--- src/rtl/dds_seq_pkg.sv ---
package dds_seq_pkg;

    localparam int TS_W   = 64;
    localparam int FTW_W  = 32;
    localparam int POW_W  = 14;
    localparam int CH_W   = 7;
    localparam int ADDR_W = 8;
    localparam int DATA_W = 8;
    localparam int STEP_W = 4;

    typedef enum logic [1:0] {
        OP_PROG = 2'd0,
        OP_INIT = 2'd1,
        OP_READ = 2'd2
    } op_e;

    localparam logic [1:0] MODE_CONT  = 2'd0;
    localparam logic [1:0] MODE_TRACK = 2'd2;

    localparam logic [ADDR_W-1:0] REG_SEL    = 8'h41;
    localparam logic [ADDR_W-1:0] REG_CFG0   = 8'h00;
    localparam logic [ADDR_W-1:0] REG_CFG1   = 8'h01;
    localparam logic [ADDR_W-1:0] REG_CLRCTL = 8'h02;
    localparam logic [ADDR_W-1:0] REG_CFG3   = 8'h03;
    localparam logic [ADDR_W-1:0] REG_FREQ0  = 8'h0a;
    localparam logic [ADDR_W-1:0] REG_PHLO   = 8'h0e;
    localparam logic [ADDR_W-1:0] REG_PHHI   = 8'h0f;
    localparam logic [ADDR_W-1:0] REG_STROBE = 8'h40;

    localparam logic [DATA_W-1:0] SEL_RESET_BIT = 8'h80;
    localparam logic [DATA_W-1:0] CFG0_VALUE    = 8'h78;
    localparam logic [DATA_W-1:0] CLR_ON_UPDATE = 8'h40;

    typedef struct packed {
        op_e              op;
        logic [CH_W-1:0]  chan;
        logic [FTW_W-1:0] ftw;
        logic [POW_W-1:0] pw;
        logic             clr;
        logic [6:0]       rreg;
    } job_t;

    function automatic logic [STEP_W-1:0] writes_of(op_e op);
        case (op)
            OP_PROG: return STEP_W'(9);
            OP_INIT: return STEP_W'(7);
            default: return STEP_W'(1);
        endcase
    endfunction

    function automatic logic [STEP_W-1:0] lead_steps(op_e op);
        case (op)
            OP_PROG: return STEP_W'(8);
            OP_INIT: return STEP_W'(7);
            default: return STEP_W'(0);
        endcase
    endfunction

endpackage

--- src/rtl/dds_phase_adj.sv ---
module dds_phase_adj
    import dds_seq_pkg::*;
#(
    parameter int FINE_TS = 3
) (
    input  logic [TS_W-1:0]  ts,
    input  logic [FTW_W-1:0] ftw,
    input  logic [POW_W-1:0] pw_in,
    input  logic             track,
    output logic [POW_W-1:0] pw_out
);
    logic [TS_W-1:0]  coarse;
    logic [FTW_W-1:0] prod;
    logic [POW_W-1:0] corr;

    always_comb begin
        coarse = ts >> FINE_TS;
        prod   = coarse[FTW_W-1:0] * ftw;
        corr   = prod[FTW_W-1 -: POW_W];
        pw_out = track ? POW_W'(pw_in + corr) : pw_in;
    end
endmodule

--- src/rtl/dds_word_gen.sv ---
module dds_word_gen
    import dds_seq_pkg::*;
(
    input  job_t              job,
    input  logic [STEP_W-1:0] step,
    output logic [ADDR_W-1:0] addr,
    output logic [DATA_W-1:0] data,
    output logic              last
);
    logic [1:0]        bsel;
    logic [DATA_W-1:0] chan_b;

    always_comb begin
        bsel   = 2'(step[1:0] - 2'd2);
        chan_b = DATA_W'(job.chan);
        addr   = REG_STROBE;
        data   = '0;
        last   = (step == STEP_W'(writes_of(job.op) - 1'b1));
        case (job.op)
            OP_PROG: begin
                case (step)
                    4'd0: begin addr = REG_SEL;    data = chan_b; end
                    4'd1: begin addr = REG_CLRCTL; data = job.clr ? CLR_ON_UPDATE : 8'h00; end
                    4'd2, 4'd3, 4'd4, 4'd5: begin
                        addr = REG_FREQ0 + ADDR_W'(bsel);
                        data = job.ftw[{bsel, 3'b000} +: DATA_W];
                    end
                    4'd6: begin addr = REG_PHLO; data = job.pw[7:0]; end
                    4'd7: begin addr = REG_PHHI; data = DATA_W'(job.pw >> 8) & 8'h3f; end
                    default: begin addr = REG_STROBE; data = '0; end
                endcase
            end
            OP_INIT: begin
                case (step)
                    4'd0, 4'd2: begin addr = REG_SEL; data = chan_b; end
                    4'd1: begin addr = REG_SEL; data = chan_b | SEL_RESET_BIT; end
                    4'd3: begin addr = REG_CFG0; data = CFG0_VALUE; end
                    4'd4: begin addr = REG_CFG1; data = '0; end
                    4'd5: begin addr = REG_CLRCTL; data = '0; end
                    default: begin addr = REG_CFG3; data = '0; end
                endcase
            end
            default: begin
                addr = {1'b1, job.rreg};
                data = '0;
            end
        endcase
    end
endmodule

--- src/rtl/dds_seq_ctrl.sv ---
module dds_seq_ctrl
    import dds_seq_pkg::*;
#(
    parameter int GAP = 5
) (
    input  logic              clk,
    input  logic              rst,
    input  logic [TS_W-1:0]   now_i,
    input  logic              cmd_valid,
    input  logic [TS_W-1:0]   cmd_time,
    input  job_t              job_in,
    input  logic              wr_ready,
    input  logic              word_last,
    output job_t              job_q,
    output logic [STEP_W-1:0] step_q,
    output logic [TS_W-1:0]   time_q,
    output logic              busy_q,
    output logic              late_q
);
    logic [TS_W-1:0] lead;
    logic [TS_W-1:0] start;
    logic            late;
    logic            accept;

    always_comb begin
        lead   = TS_W'(lead_steps(job_in.op)) * TS_W'(GAP);
        start  = cmd_time - lead;
        late   = (cmd_time < lead) || (start < now_i);
        accept = cmd_valid && !busy_q;
    end

    always_ff @(posedge clk) begin
        if (rst) begin
            busy_q <= 1'b0;
            late_q <= 1'b0;
            step_q <= '0;
            time_q <= '0;
            job_q  <= '0;
        end else begin
            late_q <= accept && late;
            if (accept && !late) begin
                busy_q <= 1'b1;
                job_q  <= job_in;
                step_q <= '0;
                time_q <= start;
            end else if (busy_q && wr_ready) begin
                if (word_last) begin
                    busy_q <= 1'b0;
                end else begin
                    step_q <= step_q + 1'b1;
                    time_q <= time_q + TS_W'(GAP);
                end
            end
        end
    end
endmodule

--- src/rtl/dds_prog_seq.sv ---
module dds_prog_seq
    import dds_seq_pkg::*;
#(
    parameter int GAP     = 5,
    parameter int FINE_TS = 3
) (
    input  logic              clk,
    input  logic              rst,
    input  logic [TS_W-1:0]   now_i,
    input  logic              cmd_valid,
    output logic              cmd_ready,
    input  logic [1:0]        cmd_op,
    input  logic [TS_W-1:0]   cmd_time,
    input  logic [CH_W-1:0]   cmd_chan,
    input  logic [FTW_W-1:0]  cmd_ftw,
    input  logic [POW_W-1:0]  cmd_pow,
    input  logic [1:0]        cmd_mode,
    input  logic [6:0]        cmd_reg,
    output logic              wr_valid,
    input  logic              wr_ready,
    output logic [ADDR_W-1:0] wr_addr,
    output logic [DATA_W-1:0] wr_data,
    output logic [TS_W-1:0]   wr_time,
    output logic              busy_o,
    output logic              underflow_o
);
    job_t              job_in;
    job_t              job_q;
    logic [POW_W-1:0]  pw_adj;
    logic [STEP_W-1:0] step_q;
    logic [TS_W-1:0]   time_q;
    logic              busy_q;
    logic              late_q;
    logic              word_last;

    dds_phase_adj #(.FINE_TS(FINE_TS)) u_phase (
        .ts     (cmd_time),
        .ftw    (cmd_ftw),
        .pw_in  (cmd_pow),
        .track  (cmd_mode == MODE_TRACK),
        .pw_out (pw_adj)
    );

    always_comb begin
        job_in.op   = op_e'(cmd_op);
        job_in.chan = cmd_chan;
        job_in.ftw  = cmd_ftw;
        job_in.pw   = pw_adj;
        job_in.clr  = (cmd_mode != MODE_CONT);
        job_in.rreg = cmd_reg;
    end

    dds_seq_ctrl #(.GAP(GAP)) u_ctrl (
        .clk       (clk),
        .rst       (rst),
        .now_i     (now_i),
        .cmd_valid (cmd_valid),
        .cmd_time  (cmd_time),
        .job_in    (job_in),
        .wr_ready  (wr_ready),
        .word_last (word_last),
        .job_q     (job_q),
        .step_q    (step_q),
        .time_q    (time_q),
        .busy_q    (busy_q),
        .late_q    (late_q)
    );

    dds_word_gen u_words (
        .job  (job_q),
        .step (step_q),
        .addr (wr_addr),
        .data (wr_data),
        .last (word_last)
    );

    assign cmd_ready   = !busy_q;
    assign wr_valid    = busy_q;
    assign wr_time     = time_q;
    assign busy_o      = busy_q;
    assign underflow_o = late_q;
endmodule

--- config.mk ---
export PLATFORM = sky130hd
export DESIGN_NAME = dds_prog_seq
export DESIGN_NICKNAME = d
export VERILOG_FILES = /design/src/rtl/dds_seq_pkg.sv /design/src/rtl/dds_phase_adj.sv /design/src/rtl/dds_word_gen.sv /design/src/rtl/dds_seq_ctrl.sv /design/src/rtl/dds_prog_seq.sv
export SDC_FILE = /design/constraint.sdc
export NUM_CORES = 2
export LEC_CHECK = 0
export ABC_AREA = 1
export ABC_CLOCK_PERIOD_IN_PS = 10240
export BUFFER_PORTS_ARGS = -buffer_cell sky130_fd_sc_hd__buf_2
export CORE_AREA = 2 2 231 233
export DETAILED_ROUTE_END_ITERATION = 12
export DIE_AREA = 0 0 233 235
export GPL_TIMING_DRIVEN = 0
export PLACE_DENSITY = 0.82
export SLEW_MARGIN = 40
export SYNTH_ARGS = -nofsm -noshare
export SYNTH_HDL_FRONTEND = slang
export SYNTH_SLANG_ARGS = --single-unit
--- constraint.sdc ---
create_clock -name clk -period 10.24 [get_ports clk]
set_input_delay 0 -clock clk [delete_from_list [all_inputs] [get_ports clk]]
set_output_delay 0 -clock clk [all_outputs]
set_load 0.03 [all_outputs]
### Word-level counts from Yosys, hierarchy flattened

Index checks and enable logic that the tools add are counted.

* shift-type cells: 1
* add/subtract/negate cells: 7
* order comparisons: 2
* reductions and logical operators: 20
* equal/unequal tests: 12
* bitwise operators: 1
* multipliers: 2
* muxes and demuxes: 16

Operators by type and width (count)
* 64-bit 2-to-1 mux: 3
* 8-bit one-hot mux with 5 select lines: 2
* 64-bit by 3-bit adder with 64-bit output, second input constant: 1
* 64-bit less-than comparator: 1
* 64-bit by 7-bit less-than comparator with 1-bit output: 1
* 64-bit by 7-bit subtractor with 64-bit output: 1
* 32-bit by 32-bit multiplier with 32-bit output: 1
* 8-bit one-hot mux with 2 select lines: 2
* 32-bit by 6-bit variable part select with 8-bit output: 1
* 7-bit one-hot mux with 4 select lines: 1
* 8-bit one-hot mux with 3 select lines: 1
* 4-bit by 3-bit == test with 1-bit output, second input constant: 4
* 4-bit one-hot mux with 2 select lines: 2
* 14-bit adder: 1
* 14-bit 2-to-1 mux: 1
* 4-bit by 2-bit == test with 1-bit output, second input constant: 2
* 4-bit by 3-bit multiplier with 7-bit output, second input constant: 1
* 7-bit 2-to-1 mux: 1
* 2-bit AND reduction: 3
* 2-bit nonzero test: 3
* 4-bit by 2-bit adder with 5-bit output, first input constant: 1
* 4-bit by 1-bit adder with 4-bit output, second input constant: 1
* 2-bit by 1-bit == test with 1-bit output, second input constant: 2
* 4-bit by 1-bit == test with 1-bit output, second input constant: 1
* other kinds (15): 23

* logic and storage cells: 71
* output and inout port bits: 84
* register bits: 133
* input port bits: 196

### Logic depth before layout (Yosys ltp)

* depth after elaboration: 10
* gate-level depth with buffers: 43

### By module

A second synthesis with hierarchy kept.

* cells, all modules: 4442
* area, all modules: 29704.7 um^2

By module, submodules not included
* dds_phase_adj: area each 17279.1 um^2, cells each 2366, instances 1
* dds_seq_ctrl: area each 11444.7 um^2, cells each 1854, instances 1
* dds_word_gen: area each 954.7 um^2, cells each 216, instances 1
* dds_prog_seq: area each 26.3 um^2, cells each 6, instances 1

### Least setup slack after synthesis

No wires, ideal clock.

* path type: in2reg
* from: input port cmd_time[15]
* to: register, netlist name u_ctrl.job_q[20]
* arrival: 7.659 ns
* data required time: 10.121 ns
* cell stages on the path: 40
* buffers on the path: 3
* setup time: 0.119 ns
* path slack: 2.461 ns
* cells stage by stage: clkbuf_1 > clkbuf_1 > clkbuf_1 > nand2_1 > fa_1 > inv_1 > fa_1 > fa_1 > inv_1 > fa_1 > inv_1 > fa_1 > fa_1 > fa_1 > inv_1 > fa_1 > inv_1 > ha_1 > [... 4 more ...] > nand2_1 > o21a_1 > o21ai_0 > xor2_1 > ha_1 > nand2_1 > o21ai_0 > a21oi_1 > nor2_1 > o21ai_0 > nand2_1 > a21oi_1 > o21bai_1 > xor2_1 > nand2_1 > nand3_1 > nand2_1 > a21oi_1

* longest elaborated chain between the ends: 5

Ends and longest elaborated chain
* start, declared: RTL line dds_prog_seq.sv:13 `input logic [TS_W-1:0] cmd_time,`
* parallel branches: the longest is 5 deep, another holds 32-bit by 32-bit multiplier with 32-bit output

Several ways; the timed one is not identified.
A chain may end at the register's enable or synchronous reset.

### Worst setup path after layout

* from: input port cmd_time[15]
* to: register, netlist name u_ctrl.job_q[21]

* longest elaborated chain between the ends: 5

Ends and longest elaborated chain
* parallel branches: the longest is 5 deep, another holds 32-bit by 32-bit multiplier with 32-bit output

Several ways; the timed one is not identified.

==> results by group <==
Synthesis
  – Distinct cells, synth: 57
  – Post-synthesis sequential area ratio: 9.32%
  – Syn_area_per_cell: 6.80 µm²
  – Seq cells post-synth: ~130
  – Synth cell count leaders: inv_1, nand2_1, fa_1
  – Yosys synthesis warning count: 0
  – Synth Flop Type: dfxtp_1
  – Post-Synthesis Cells: 4196
  – Largest cells by area after synthesis: fa_1, inv_1, nand2_1
  – Yosys top cell area share: 28.7%
  – Syn Std Cell Area: 0.0286 mm²
  – Synth area leader: fa_1
  – Asr flop ratio synth: 0%
  – Number of synthesized flops with an enable pin: 0

Worst setup path
  – Max stage delay cell, worst path: clkbuf_1
  – Critical Path Source Type: primary input
  – Most used cell, CP: fa_1
  – Worst reg2reg path depth: 12
  – Worst-path fanout max: 10
  – Crit Path Class: in -> reg
  – Critical Path End Type: flip-flop
  – CP peak stage delay: 660 ps
  – Crit path DAT: about 9700 ps
  – CP Data Required Time: 10640 ps

Timing
  – Worst slew pin tran: 990 ps
  – # setup viols final: 0
  – Pins Over Slew Limit: 0
  – Tcrit/Tclk final: 91.2%
  – Layout Skew: 14.9 ps
  – Final hold vios: 0
  – TNS Setup: 0 ps
  – Rel. slew slack: between 30% and 40%
  – Min cycle time layout: 9340 ps
  – RSZ-0062 raised after global routing: false
  – Max Freq: 107 MHz

Global route
  – Grt ovf: 0
  – Largest net degree at the start of global routing: 17
  – Initial antenna violation count: 16
  – Total Routing Usage GR: 37.9%
  – First-pass GRT wire length: 158000 µm
  – Vias in the first global route: 27955

Placed design
  – HPWL after DPL: 84800 µm
  – RD Place Congestion: 1.01
  – IO Port Bufs: ~250

Die
  – Core region area: 0.0522 mm²
  – Initial core utilization: between 50% and 60%
  – # rows: 84
  – Die Span X: 233 µm
  – I/O Pins: 280
  – Die height: between 200 and 250 µm
  – Die ar.: 0.0548 mm²

Drt
  – DR vias: 28731
  – Detail Route Antenna Nets: 0
  – Final WL: roughly 100000 µm
  – Wire per inst: 19.7 µm
  – Detailed Routing Iterations Pass 1: 6
  – First DRT Iteration DRCs: 3090
  – Vias per Instance: between 5 and 6
  – Number of remaining DRC errors: 0

Job
  – Max cap viols: 0

Hold path
  – Hold path cells: 5
  – Hold Crit Class: in -> reg

Clock tree
  – Worst skew pair latency: 450 ps
  – Clock Tree Root: clkbuf_16
  – Clock tree buffer depth: 2
  – Post-cts hold buffer count: 34
  – CTS tree: built
  – Cts bufs inserted: 17
  – Post-CTS Setup Bufs: 0
  – Reg clk slew, reported paths: roughly 70 ps
  – # resized after CTS: 0
  – TritonCTS Sinks: between 100 and 150
  – Htree depth: 4

Cells and area
  – Final net count: 5317
  – Layout cell share with drive strength beyond 1: 8.12%
  – Layout area overhead: 11.1%

Status
  – Status: completed
-- metal layers --
layer | GRT usage (%) | vias up | share of wire (%)
met1 | 50.4 | 13552 | 39
li1 | - | 13096 | -
met3 | 7.68 | 298 | 11
met2 | 57.0 | 1785 | 43
met5 | 0 | - | 0
met4 | 22.5 | 0 | 6.8
-- kinds of logic after synthesis --
group                    count (synthesis)  synth area share [%]
flip-flops                             133                  9.32
other                                    1                0.0131
adder cells (fa/ha/maj)                617                  37.8
AO/OA/AOI/OAI                          426                  8.13
AND/OR/NAND/NOR                       1606                  23.3
XOR/XNOR                               144                  4.42
buffers and inverters                 1269                  17.0
-- final timing paths --
kind / startpoint / end / slack (ps)
worst max register to register: u_ctrl.job_q[61]$_SDFFE_PP0P_ / u_ctrl.time_q[18]$_SDFFE_PP0P_ / 7080
worst min register to register: u_ctrl.job_q[23]$_SDFFE_PP0P_ / u_ctrl.job_q[23]$_SDFFE_PP0P_ / 450
worst max-delay path: cmd_time[15] / u_ctrl.job_q[21]$_SDFFE_PP0P_ / 900
worst min-delay path: cmd_pow[10] / u_ctrl.job_q[18]$_SDFFE_PP0P_ / 6
-- cells in the final DEF, fill, tap and decap left out, types with 87 or more instances in the layout --
master    instances
a21oi_1         211
nor2_1          220
inv_1          1081
nand3_1         125
nand2_1        1081
clkbuf_1        114
fa_1            409
dfxtp_1         133
buf_2           274
xor2_1           87
ha_1            208
o21ai_0         142
-- state kept, by name (all words and copies together) (netlist names) --
| signal | flops |
|---|---|
| u_ctrl.late_q | 1 |
| u_ctrl.time_q | 64 |
| u_ctrl.job_q | 63 |
| u_ctrl.busy_q | 1 |
| u_ctrl.step_q | 4 |
-- layout make-up --
| type | count | area [µm²] |
|---|---|---|
| fill | 4825 | 20500 |
| timing repair buffer | 288 | 1610 |
| tap | 688 | 861 |
| multi-input combinational | 2795 | 21000 |
| sequential | 133 | 2660 |
| clock inverter | 14 | 189 |
| inverter | 1086 | 4080 |
| antenna | 16 | 40.0 |
| buffer | 183 | 796 |
| clock buffer | 18 | 429 |
-- metrics by stage --
step / hold WS (ps) / setup slack, ps / instances / cell area, µm² / utilization [%]
after detailed placement: 257 / 631 / 5138 / 30700 / 58.8
after global placement: 253 / 693 / 5138 / 30700 / 58.7
after global routing: 28.6 / 579 / 5218 / 31700 / 60.7
after CTS: 1.51 / 1070 / 5204 / 31700 / 60.6
after floorplan: 139 / 2460 / 4197 / 28600 / -
final: 5.90 / 896 / 5221 / 31700 / 60.7
-- critical path: cells and delay by family --
family / cells / cell delay [ps]
adder cells (fa/ha/maj): 10 / 4830
buffers and inverters: 10 / 2180
AO/OA/AOI/OAI: 8 / 1900
AND/OR/NAND/NOR: 7 / 690
XOR/XNOR: 1 / 170
Power is left out: the tool's default activity adds up to more than one toggle a clock period on the data nets, which glitch-free logic cannot reach.
